`config.mk`:
```
export PLATFORM = sky130hd
export DESIGN_NAME = iseq_core
export DESIGN_NICKNAME = d
export VERILOG_FILES = /design/src/rtl/iseq_pkg.sv /design/src/rtl/iseq_phase_gen.sv /design/src/rtl/iseq_pc_unit.sv /design/src/rtl/iseq_ir_stage.sv /design/src/rtl/iseq_core.sv
export SDC_FILE = /design/constraint.sdc
export NUM_CORES = 1
export LEC_CHECK = 0
export ABC_AREA = 0
export BUFFER_PORTS_ARGS = -buffer_cell sky130_fd_sc_hd__buf_4
export CAP_MARGIN = 10
export CORE_MARGIN = 2
export CORE_UTILIZATION = 51
export DETAILED_ROUTE_END_ITERATION = 16
export GPL_TIMING_DRIVEN = 0
export PLACE_DENSITY = 0.8
export SYNTH_ARGS = -nofsm -noshare
export SYNTH_HDL_FRONTEND = slang
export SYNTH_SLANG_ARGS = --single-unit
export TNS_END_PERCENT = 1
```
`constraint.sdc`:
```
create_clock -name clk_i -period 2.79 [get_ports clk_i]
set_input_delay 0.4185 -clock clk_i [delete_from_list [all_inputs] [get_ports clk_i]]
set_output_delay 0.4185 -clock clk_i [all_outputs]
set_load 0.005 [all_outputs]
```
`src/rtl/iseq_pkg.sv`:
```
package iseq_pkg;

   typedef enum logic [1:0] {
      PH_Q1 = 2'd0,
      PH_Q2 = 2'd1,
      PH_Q3 = 2'd2,
      PH_Q4 = 2'd3
   } phase_e;

   localparam int unsigned PHASES_PER_CYCLE = 4;

endpackage

```
`src/rtl/iseq_phase_gen.sv`:
```
module iseq_phase_gen
   import iseq_pkg::*;
(
   input  logic   clk_i,
   input  logic   rst_ni,
   output phase_e phase_o,
   output logic   rd_stb_o,
   output logic   wr_stb_o,
   output logic   cyc_end_o
);

   phase_e ph_q;
   phase_e ph_d;

   always_comb begin
      unique case (ph_q)
         PH_Q1:   ph_d = PH_Q2;
         PH_Q2:   ph_d = PH_Q3;
         PH_Q3:   ph_d = PH_Q4;
         default: ph_d = PH_Q1;
      endcase
   end

   always_ff @(posedge clk_i or negedge rst_ni) begin
      if (!rst_ni) ph_q <= PH_Q1;
      else         ph_q <= ph_d;
   end

   assign phase_o   = ph_q;
   assign rd_stb_o  = (ph_q == PH_Q2);
   assign wr_stb_o  = (ph_q == PH_Q4);
   assign cyc_end_o = (ph_q == PH_Q4);

   assert_phase_wrap_R1: assert property (@(posedge clk_i) disable iff (!rst_ni)
      (ph_q == PH_Q4) |=> (ph_q == PH_Q1));

   assert_phase_step_R1: assert property (@(posedge clk_i) disable iff (!rst_ni)
      (ph_q != PH_Q4) |=> (2'(ph_q) == 2'(2'($past(ph_q)) + 2'd1)));

   assert_strobe_excl_R2: assert property (@(posedge clk_i) disable iff (!rst_ni)
      !(rd_stb_o && wr_stb_o));

   assert_rd_single_R2: assert property (@(posedge clk_i) disable iff (!rst_ni)
      rd_stb_o |=> !rd_stb_o);

endmodule

```
`src/rtl/iseq_pc_unit.sv`:
```
module iseq_pc_unit #(
   parameter int unsigned PC_W   = 21,
   parameter int unsigned OFF_W  = 11,
   parameter bit          REL_EN = 1'b1
) (
   input  logic              clk_i,
   input  logic              rst_ni,
   input  logic              cyc_end_i,
   input  logic              br_abs_i,
   input  logic [PC_W-2:0]   br_word_i,
   input  logic              br_rel_i,
   input  logic [OFF_W-1:0]  br_off_i,
   output logic [PC_W-1:0]   pc_o,
   output logic              take_o
);

   localparam int unsigned EXT_W = PC_W - OFF_W;

   logic [PC_W-1:0] pc_q;
   logic [PC_W-1:0] pc_d;
   logic [PC_W-1:0] pc_seq;
   logic [PC_W-1:0] pc_abs;
   logic [PC_W-1:0] pc_rel;
   logic            rel_req;

   assign pc_seq = pc_q + PC_W'(2);
   assign pc_abs = {br_word_i, 1'b0};

   generate
      if (REL_EN) begin : g_rel
         logic [PC_W-1:0] off_ext;
         assign off_ext = {{EXT_W{br_off_i[OFF_W-1]}}, br_off_i};
         assign pc_rel  = pc_q + {off_ext[PC_W-2:0], 1'b0};
         assign rel_req = br_rel_i;
      end else begin : g_norel
         logic unused_rel;
         assign unused_rel = br_rel_i ^ (^br_off_i);
         assign pc_rel     = pc_seq;
         assign rel_req    = 1'b0;
      end
   endgenerate

   assign take_o = cyc_end_i && (br_abs_i || rel_req);

   always_comb begin
      if (!cyc_end_i)    pc_d = pc_q;
      else if (br_abs_i) pc_d = pc_abs;
      else if (rel_req)  pc_d = pc_rel;
      else               pc_d = pc_seq;
   end

   always_ff @(posedge clk_i or negedge rst_ni) begin
      if (!rst_ni) pc_q <= '0;
      else         pc_q <= pc_d;
   end

   assign pc_o = pc_q;

   assert_pc_even_R5: assert property (@(posedge clk_i) disable iff (!rst_ni)
      pc_q[0] == 1'b0);

   assert_pc_hold_R3: assert property (@(posedge clk_i) disable iff (!rst_ni)
      !cyc_end_i |=> $stable(pc_q));

   assert_pc_step_R3: assert property (@(posedge clk_i) disable iff (!rst_ni)
      (cyc_end_i && !br_abs_i && !br_rel_i) |=> (pc_q == PC_W'($past(pc_q) + PC_W'(2))));

   assert_pc_abs_R6: assert property (@(posedge clk_i) disable iff (!rst_ni)
      (cyc_end_i && br_abs_i) |=> (pc_q[PC_W-1:1] == $past(br_word_i)));

   assert_abs_wins_R10: assert property (@(posedge clk_i) disable iff (!rst_ni)
      (cyc_end_i && br_abs_i && br_rel_i) |=> (pc_q == {$past(br_word_i), 1'b0}));

endmodule

```
`src/rtl/iseq_ir_stage.sv`:
```
module iseq_ir_stage #(
   parameter int unsigned     INSTR_W  = 16,
   parameter logic [INSTR_W-1:0] NOP_WORD = '0
) (
   input  logic               clk_i,
   input  logic               rst_ni,
   input  logic               cyc_end_i,
   input  logic               flush_i,
   input  logic [INSTR_W-1:0] fetch_i,
   output logic [INSTR_W-1:0] ir_o,
   output logic               nop_o
);

   logic [INSTR_W-1:0] ir_q;
   logic               nop_q;

   always_ff @(posedge clk_i or negedge rst_ni) begin
      if (!rst_ni) begin
         ir_q  <= NOP_WORD;
         nop_q <= 1'b1;
      end else if (cyc_end_i) begin
         ir_q  <= flush_i ? NOP_WORD : fetch_i;
         nop_q <= flush_i;
      end
   end

   assign ir_o  = ir_q;
   assign nop_o = nop_q;

   assert_ir_hold_R4: assert property (@(posedge clk_i) disable iff (!rst_ni)
      !cyc_end_i |=> ($stable(ir_q) && $stable(nop_q)));

   assert_ir_load_R4: assert property (@(posedge clk_i) disable iff (!rst_ni)
      (cyc_end_i && !flush_i) |=> ((ir_q == $past(fetch_i)) && !nop_q));

   assert_flush_nop_R8: assert property (@(posedge clk_i) disable iff (!rst_ni)
      (cyc_end_i && flush_i) |=> ((ir_q == NOP_WORD) && nop_q));

endmodule

```
`src/rtl/iseq_core.sv`:
```
module iseq_core #(
   parameter int unsigned PC_W     = 21,
   parameter int unsigned INSTR_W  = 16,
   parameter int unsigned OFF_W    = 11,
   parameter bit          REL_EN   = 1'b1,
   parameter logic [INSTR_W-1:0] NOP_WORD = '0
) (
   input  logic               clk_i,
   input  logic               rst_ni,
   input  logic [INSTR_W-1:0] imem_data_i,
   input  logic               br_abs_i,
   input  logic [PC_W-2:0]    br_word_i,
   input  logic               br_rel_i,
   input  logic [OFF_W-1:0]   br_off_i,
   output logic [PC_W-1:0]    pmem_addr_o,
   output logic [INSTR_W-1:0] ir_o,
   output logic [1:0]         phase_o,
   output logic               q_rd_o,
   output logic               q_wr_o,
   output logic               fetch_nop_o
);
   import iseq_pkg::*;

   generate
      if (PC_W < 4)
         $error("iseq_core: PC_W must be at least 4");
      if ((OFF_W < 2) || (OFF_W >= PC_W))
         $error("iseq_core: OFF_W must lie in 2..PC_W-1");
      if ((INSTR_W < 8) || ((INSTR_W % 8) != 0))
         $error("iseq_core: INSTR_W must be a whole number of bytes");
   endgenerate

   phase_e ph;
   logic   cyc_end;
   logic   take;

   iseq_phase_gen u_phase (
      .clk_i     (clk_i),
      .rst_ni    (rst_ni),
      .phase_o   (ph),
      .rd_stb_o  (q_rd_o),
      .wr_stb_o  (q_wr_o),
      .cyc_end_o (cyc_end)
   );

   iseq_pc_unit #(
      .PC_W   (PC_W),
      .OFF_W  (OFF_W),
      .REL_EN (REL_EN)
   ) u_pc (
      .clk_i     (clk_i),
      .rst_ni    (rst_ni),
      .cyc_end_i (cyc_end),
      .br_abs_i  (br_abs_i),
      .br_word_i (br_word_i),
      .br_rel_i  (br_rel_i),
      .br_off_i  (br_off_i),
      .pc_o      (pmem_addr_o),
      .take_o    (take)
   );

   iseq_ir_stage #(
      .INSTR_W  (INSTR_W),
      .NOP_WORD (NOP_WORD)
   ) u_ir (
      .clk_i     (clk_i),
      .rst_ni    (rst_ni),
      .cyc_end_i (cyc_end),
      .flush_i   (take),
      .fetch_i   (imem_data_i),
      .ir_o      (ir_o),
      .nop_o     (fetch_nop_o)
   );

   assign phase_o = 2'(ph);

   assert_addr_moves_at_q1_R3: assert property (@(posedge clk_i) disable iff (!rst_ni)
      (pmem_addr_o != $past(pmem_addr_o)) |-> (phase_o == 2'd0));

endmodule

```
Word level (Yosys, flattened, before mapping). Index checks and enable logic that the tools add are counted.

Word-level logic and storage cells: 16. Flip-flop bits (word level): 40.

Reduce and logical (&&, ||, !) cells: 3. Add/sub/neg operators: 2. Muxes and demuxes: 4. Equal/unequal tests: 3.

Operator list (count): $mux 21 (2); $add 21x2->21 const B (1); $add 21x21->21 (1); $mux 16 (1); $pmux 2 s3 (1); $eq 2x2->1 const B (2); $eq 2x1->1 const B (1); $logic_not 2->1 (1); $logic_and 1x1->1 (1); $logic_or 1x1->1 (1).

Depth between registers and ports, before layout. Gate-level depths: netlist of run 1.

Word-level depth: 3. Gate-level depth with buffers: 11.

Cells and area by module. From an unflattened synthesis of run 1, not the netlist that was laid out.

Cells, all modules: 332. Area, all modules: 2836.5 um2.

By module, submodules not included: iseq_pc_unit (cells each 251, area an instance 1968.1 um2, seq. area each 500.5 um2, instances 1); iseq_ir_stage (cells each 70, area an instance 730.7 um2, seq. area each 426.7 um2, instances 1); iseq_phase_gen (cells each 11, area an instance 137.6 um2, seq. area each 50.0 um2, instances 1).

Least setup slack after synthesis of run 1. Ideal clock, no wire load.

Path type: input -> register. Start point: input br_rel_i. End point: register u_pc.pc_q[17] (netlist: u_pc.pc_o[17]). Path buffers: 1. Slack: 292 ps. Stages: 11. Library setup time: 65 ps. Data arrival time: 2433 ps. Path through: clkbuf_1 > nand2b_1 > ha_1 > inv_1 > fa_1 > nand2b_1 > a21oi_2 > o21ai_1 > o211a_1 > a2111oi_0 > a211o_1.

Longest elaborated chain between the ends: 2.

Ends and longest elaborated chain: start: declaration (RTL line iseq_core.sv:13) `input logic br_rel_i,`; $mux 21 (RTL line iseq_pc_unit.sv:48) `else if (rel_req) pc_d = pc_rel;`; $mux 21 (RTL line iseq_pc_unit.sv:47) `else if (br_abs_i) pc_d = pc_abs;`; end signal: assignment (RTL line iseq_pc_unit.sv:54) `else pc_q <= pc_d;`; end: declaration (RTL line iseq_pc_unit.sv:19) `logic [PC_W-1:0] pc_q;`.

Every way passes these cells. A chain may end at the register's enable or synchronous reset.

Worst setup path in the final report of run 1.
Start point: register u_pc.pc_q[1] (netlist: u_pc.pc_o[1]). End point: register u_pc.pc_q[17] (netlist: u_pc.pc_o[17]).

Longest elaborated chain between the ends: 3. Elaborated cells between the ends (all ways): 4.

Ends and longest elaborated chain (RTL line): $add 21x2->21 / $add 21x21->21 (equally long branches) (iseq_pc_unit.sv:26, iseq_pc_unit.sv:33); $mux 21 (*) (iseq_pc_unit.sv:48); $mux 21 (*) (iseq_pc_unit.sv:47).

Every way passes the cells marked *; elsewhere a longest branch is shown, timed or not.

==> summary.log, run 1 <==
INFO  critical_path  crit_type=reg2reg
INFO  floorplan      row_count=26
INFO  run_status     result_of_the_run=complete, no violations
INFO  final_layout   num-nets-final=508
INFO  power          totalPowerFinal=2.06mW
INFO  timing         finalWorstPathRequiredPeriod=2.51ns
INFO  routing        finalWirelength=7520um
INFO  timing         skew=0.00617ns
INFO  clocking       post-cts-setup-buffers=0
INFO  critical_path  setup.worst_path.end_class=flop
INFO  power          cellLeakagePower=1.70nW
INFO  final_layout   final_core_utilization=70.9%
INFO  critical_path  worst_ep_required_time=3.03ns
INFO  clocking       cts.clk_slew.worst_paths=0.08ns
INFO  logic_synthesis synth_warnings=0
INFO  logic_synthesis synthesis.area=0.00278sqmm
INFO  timing         timing.final.setup_violations=0
INFO  logic_synthesis ys_seq_elements=39
INFO  global_routing via_count_of_the_first_global_routing_pass=2,784
INFO  floorplan      design.die.area=0.00607sqmm
INFO  clocking       ctsHoldBuffers=0
INFO  routing        avgViaCountPerCell=5.51
INFO  timing         finalHoldViolCount=0
INFO  critical_path  start_kind=flop
INFO  placed_design  place.port_buffers=91
INFO  clocking       post_cts_resized=0
INFO  power          cellInternalPower=1.31mW
INFO  logic_synthesis async_flop_share=100%
INFO  global_routing initial_antenna_violation_count=0
INFO  power          vdd_drop_max=525uV
INFO  power          switching_power=0.748mW
INFO  global_routing total_grt_overflow=0
INFO  placed_design  hpwl_after_dpl=5640um
INFO  clocking       numCtsBuffers=5
INFO  floorplan      io-pin-count=93
INFO  floorplan      dieWidth=77.9um
INFO  global_routing first_pass_grt_wire_length=12,700um
INFO  placed_design  gpl.final_weighted_congestion=0.896
INFO  timing         grt_setup_unrepaired=no
INFO  routing        routed-via-count=2,829
INFO  routing        drt-initial-drc-count=209
INFO  routing        post_drt_wl_per_cell=14.7um
INFO  global_routing global_route.usage.total=26.1%
INFO  power          switching_portion_of_total_power=36.3%
INFO  timing         max_clock_freq=399MHz
INFO  floorplan      coreArea=0.00517sqmm
INFO  clocking       clock_tree.root_cell=clkbuf_8
INFO  min_path       min_path_type=in2async
INFO  logic_synthesis synth_seq_area_share=35.1%
INFO  final_layout   n_antenna_cell=0
INFO  timing         drv_slew=0
INFO  logic_synthesis synthesis.instances=345
INFO  routing        drt-pass1-iter-count=4
INFO  floorplan      starting_density_of_the_core=53.8%
INFO  timing         worst-slew-pin-transition=0.551ns
INFO  routing        remaining_drcs=0
INFO  logic_synthesis synthesis.nets=411
INFO  global_routing grt_start_max_net_pins=40
INFO  logic_synthesis synthesis.area_per_instance=8.07squm
INFO  clocking       cts_tree=done
INFO  power          clock_power_share=23.4%
INFO  clocking       worst_skew_pair_latency=0.29ns
INFO  power          power_density=563mW/mm^2
INFO  critical_path  worstPathArrival=2.74ns
INFO  power          sequential_power_share=35.3%
INFO  final_layout   finished_layout_cell_area=0.00367sqmm
INFO  power          comb_power_share=41.3%
INFO  final_layout   area_growth=31.7%
INFO  timing         finalCritPeriodShare=89.9%
INFO  flow_run       drv_cap=0
INFO  placed_design  dpl-instance-area=0.00355sqmm
INFO  logic_synthesis ys_dominant_reg_cell=dfrtp_1
INFO  critical_path  r2r_setup_slack=0.28ns
INFO  critical_path  critical_path_peak_fanout=6
INFO  floorplan      fp.dieH=77.9um
INFO  final_layout   layout-drive-gt1-share=26.6%
INFO  clocking       htree_num_levels=2
INFO  timing         slew_headroom=63.1%
INFO  logic_synthesis number_of_enable_type_register_cells_in_the_synthesized_netlist=0
INFO  logic_synthesis synthDistinctLibCells=60
INFO  routing        drt.antenna.violating_nets=0
INFO  clocking       tritoncts_num_sinks=39
INFO  clocking       clock_tree.buffer_depth=2
-- final timing paths --
kind,depth (start not counted),to,from
worst min-delay path,1,u_pc.pc_o[20]$_DFFE_PN0P_,rst_ni
min in group clk_i,3,u_ir.ir_o[15]$_DFFE_PN0P_,imem_data_i[15]
max in group asynchronous,1,u_ir.nop_o$_DFFE_PN1P_,rst_ni
worst max-delay path,9,u_pc.pc_o[17]$_DFFE_PN0P_,u_pc.pc_o[1]$_DFFE_PN0P_
worst max register to register,9,u_pc.pc_o[17]$_DFFE_PN0P_,u_pc.pc_o[1]$_DFFE_PN0P_
worst min register to register,2,u_ir.nop_o$_DFFE_PN1P_,u_ir.nop_o$_DFFE_PN1P_
-- kinds of logic after synthesis --
group	share of synthesized area, %
other cells	0.135
mux	2.16
buf+inv	6.16
flops	35.1
xor+xnor	3.15
simple gates	23.0
compound gates	23.3
fa+ha+maj	7.01
-- sequential cells by signal, indices dropped and copies added (netlist names) --
| register | count |
|---|---|
| u_pc.pc_o | 20 |
| u_ir.nop_o | 1 |
| u_phase.phase_o | 2 |
| u_ir.ir_o | 16 |
-- worst max-delay path, cell delays in order (launching register included) --
cell       delay (ns)
dfrtp_1          0.39
ha_1             0.21
inv_1            0.07
fa_1             0.41
nand2b_1         0.19
a21oi_2          0.23
o21ai_2          0.15
o211a_1          0.25
a2111oi_0        0.41
a211o_1          0.15
-- power groups by stage --
stage          registers [mW]  clock network (mW)  logic, mW
6_report                0.728               0.483      0.852
3_5_place_dp            0.738                   0      0.835
5_1_grt                 0.741               0.522      0.943
2_1_floorplan           0.727                   0      0.536
4_1_cts                 0.727               0.494      0.845
3_3_place_gp            0.734                   0      0.812
-- synth_stat cells (5+ instances only) --
| master | n | area share (%) |
|---|---|---|
| o21ai_0 | 27 | 4.9 |
| o211ai_1 | 5 | 1.3 |
| nand2b_1 | 5 | 1.1 |
| nand3_1 | 9 | 1.6 |
| and2_1 | 11 | 2.5 |
| dfrtp_1 | 38 | 34 |
| nor3_1 | 9 | 1.6 |
| ha_1 | 14 | 6.3 |
| inv_1 | 23 | 3.1 |
| nor2b_1 | 5 | 1.1 |
| a21oi_1 | 29 | 5.2 |
| buf_2 | 5 | 0.90 |
| xnor2_1 | 8 | 2.5 |
| nand2_1 | 42 | 5.7 |
| mux2i_1 | 6 | 2.2 |
| nor2_1 | 31 | 4.2 |
| clkbuf_1 | 13 | 1.8 |
-- stage by stage --
| stage | hold WS [ns] | cells | worst slack [ns] | setup TNS (ns) |
|---|---|---|---|---|
| after CTS | 0.103 | 514 | 0.0638 | 0 |
| after floorplan | 0.123 | 345 | 0.292 | 0 |
| after global placement | 0.424 | 506 | -0.243 | -0.457 |
| after detailed placement | 0.426 | 506 | -0.239 | -0.513 |
| final | 0.0808 | 513 | 0.281 | 0 |
| after global routing | 0.126 | 513 | 0.171 | 0 |
-- area by class of cell --
class,instances,area (sq um)
multi-input cells,263,1640
clock inverters,3,43.8
plain buffers,18,77.6
flip-flops and latches,39,977
repair buffers,91,683
clock buffers,5,68.8
inverters,24,90.1
fillers,426,1510
well taps,70,87.6
-- cell usage in the layout (no fill, tap or decap), types with 2 or more instances in the layout --
cell type / netlist / final
nor2b_1: 5 / 5
a31oi_1: 3 / 3
nand3_1: 9 / 9
a211oi_1: 3 / 3
ha_1: 14 / 14
and2_1: 11 / 11
clkbuf_8: 0 / 5
xnor2_1: 8 / 8
a21oi_1: 29 / 29
o2111ai_1: 2 / 2
nand2_1: 42 / 42
nand4b_1: 2 / 2
buf_4: 1 / 92
o211ai_1: 5 / 5
dfrtp_1: 38 / 38
a21oi_2: 2 / 2
and3_1: 3 / 3
o21a_1: 2 / 2
o22ai_1: 2 / 2
inv_1: 23 / 23
a21o_1: 3 / 3
clkbuf_1: 13 / 12
nor3_1: 9 / 9
mux2i_1: 6 / 6
o21ai_1: 3 / 2
xor2_1: 2 / 2
nand4_1: 3 / 3
o311ai_1: 3 / 3
buf_2: 5 / 5
or3_1: 2 / 2
nand2b_1: 5 / 5
o21ai_0: 27 / 27
o31ai_1: 2 / 2
nor2_1: 31 / 31
-- per-layer routing --
layer  vias up  track usage [%]  part of all wire, %
met3        14             4.42                  7.0
met5         -                0                    0
met2       106             44.9                   50
met1      1312             32.3                   41
li1       1397                -                    -
met4         0             10.4                  1.7
Power figures use the tool's default switching activity.
==> run 2: changes to the inputs <==
==> constraint.sdc (replaced) <==
create_clock -name clk_i -period 2.45 [get_ports clk_i]
set_input_delay 0.3675 -clock clk_i [delete_from_list [all_inputs] [get_ports clk_i]]
set_output_delay 0.3675 -clock clk_i [all_outputs]
set_load 0.005 [all_outputs]
==> run 2 against run 1 <==
  * Via count about the same
  * Hold slack got worse by 0.056 ns
  * Flip-flop and latch count stayed put
  * Utilization rose by 0.27 points
  * Clock power increased by 14%
  * Largest power group unchanged
==> summary.log, run 2 (synthesis gave the netlist of run 1 again) <==
INFO  floorplan      design.die.area=0.00607sqmm
INFO  placed_design  dpl-instance-area=0.00355sqmm
INFO  timing         finalWorstPathRequiredPeriod=2.37ns
INFO  critical_path  setup.worst_path.end_class=flop
INFO  critical_path  worst_ep_required_time=2.65ns
INFO  power          cellLeakagePower=1.70nW
INFO  timing         drv_slew=0
INFO  final_layout   num-nets-final=508
INFO  routing        drt-pass1-iter-count=5
INFO  floorplan      dieWidth=77.9um
INFO  timing         grt_setup_unrepaired=yes
INFO  min_path       min_path_type=in2async
INFO  global_routing global_route.usage.total=26.1%
INFO  power          vdd_drop_max=597uV
INFO  routing        avgViaCountPerCell=5.52
INFO  routing        drt-initial-drc-count=203
INFO  routing        finalWirelength=7510um
INFO  final_layout   area_growth=32.2%
INFO  global_routing globalRoute.busiestLayer=met2
INFO  placed_design  place.port_buffers=91
INFO  critical_path  r2r_setup_slack=0.08ns
INFO  clocking       cts_tree=done
INFO  final_layout   n_antenna_cell=0
INFO  final_layout   final_core_utilization=71.2%
INFO  final_layout   layout-drive-gt1-share=27.5%
INFO  timing         worst-slew-pin-transition=0.551ns
INFO  clocking       htree_num_levels=2
INFO  routing        drt.antenna.violating_nets=0
INFO  timing         holdWs=0.0248ns
INFO  timing         max_clock_freq=422MHz
INFO  placed_design  gpl.final_weighted_congestion=0.896
INFO  global_routing grt_start_max_net_pins=40
INFO  flow_run       drv_cap=0
INFO  timing         finalHoldViolCount=0
INFO  timing         skew=0.00521ns
INFO  final_layout   final_cell_mix=buf_4, nand2_1, dfrtp_1
INFO  timing         fin_tns_setup=0ns
INFO  clocking       clock_tree.root_cell=clkbuf_8
INFO  routing        post_drt_wl_per_cell=14.6um
INFO  critical_path  crit_type=reg2reg
INFO  final_layout   largest_register_ff_count=20
INFO  clocking       cts.clk_slew.worst_paths=0.08ns
INFO  floorplan      fp.dieH=77.9um
INFO  global_routing grt_use_met2=45.3%
INFO  routing        routed-via-count=2,831
INFO  global_routing initial_antenna_violation_count=0
INFO  floorplan      starting_density_of_the_core=53.8%
INFO  global_routing via_count_of_the_first_global_routing_pass=2,804
INFO  final_layout   finished_layout_cell_area=0.00368sqmm
INFO  clocking       numCtsBuffers=5
INFO  clocking       ctsHoldBuffers=0
INFO  global_routing total_grt_overflow=0
INFO  floorplan      coreArea=0.00517sqmm
INFO  floorplan      io-pin-count=93
INFO  critical_path  start_kind=flop
INFO  run_status     result_of_the_run=complete, no violations
INFO  global_routing use_met1=31.9%
INFO  clocking       clock_tree.buffer_depth=2
INFO  clocking       worst_skew_pair_latency=0.30ns
INFO  power          power_density=640mW/mm^2
INFO  global_routing first_pass_grt_wire_length=12,700um
INFO  placed_design  hpwl_after_dpl=5640um
INFO  global_routing grt_util_met3=4.65%
INFO  critical_path  critical_path_peak_fanout=4
INFO  timing         finalCritPeriodShare=96.7%
INFO  floorplan      row_count=26
INFO  clocking       tritoncts_num_sinks=39
INFO  timing         timing.final.setup_violations=0
INFO  final_layout   layout_commonest_cell=buf_4
INFO  timing         slew_headroom=63.2%
INFO  critical_path  worstPathArrival=2.57ns
INFO  routing        remaining_drcs=0
[run 2: per-layer routing]
layer / part of all wire, % / up-vias
met5: 0 / -
met4: 1.4 / 0
met3: 7.0 / 9
met2: 50 / 107
met1: 41 / 1322
li1: - / 1393
[run 2: final timing paths]
check	start	endpoint	cells past startpoint
setup reg to reg	u_pc.pc_o[2]$_DFFE_PN0P_	u_pc.pc_o[14]$_DFFE_PN0P_	7
hold reg to reg	u_ir.nop_o$_DFFE_PN1P_	u_ir.nop_o$_DFFE_PN1P_	2
min in group clk_i	imem_data_i[7]	u_ir.ir_o[7]$_DFFE_PN0P_	3
setup / recovery	u_pc.pc_o[2]$_DFFE_PN0P_	u_pc.pc_o[14]$_DFFE_PN0P_	7
max in group asynchronous	rst_ni	u_ir.nop_o$_DFFE_PN1P_	1
hold / removal	rst_ni	u_pc.pc_o[20]$_DFFE_PN0P_	1
[run 2: layout make-up]
cell class	instances	area [sq um]
multi-input cells	263	1650
clock buffers	5	68.8
well taps	70	87.6
flip-flops and latches	39	977
clock inverters	3	43.8
repair buffers	91	683
inverters	24	90.1
fillers	427	1490
plain buffers	18	77.6
[run 2: critical path, cell delays in order, from the launching register on]
cell	delay (ns)
dfrtp_1	0.43
ha_1	0.33
a211oi_1	0.32
o21ai_1	0.18
a221oi_2	0.45
mux2i_1	0.34
nand3_1	0.11
o311ai_1	0.10
[run 2: repair_timing]
action	CTS	global route
pin swaps	2	3
gates resized for setup	3	4
setup buffers	0	0
setup endpoints to repair	4	12
[run 2: metrics by stage]
| stage | worst slack [ns] | total power [mW] | std cells |
|---|---|---|---|
| 2_1_floorplan | 0.00255 | 1.44 | 345 |
| 3_3_place_gp | -0.532 | 1.76 | 506 |
| 3_5_place_dp | -0.528 | 1.79 | 506 |
| 4_1_cts | 0.0222 | 2.36 | 513 |
| 5_1_grt | -0.0164 | 2.52 | 513 |
| 6_report | 0.0806 | 2.36 | 513 |
[run 2: where the power goes]
group | switching, mW | internal, mW
sequential | 0.0983 | 0.732
clock | 0.249 | 0.304
combinational | 0.508 | 0.465
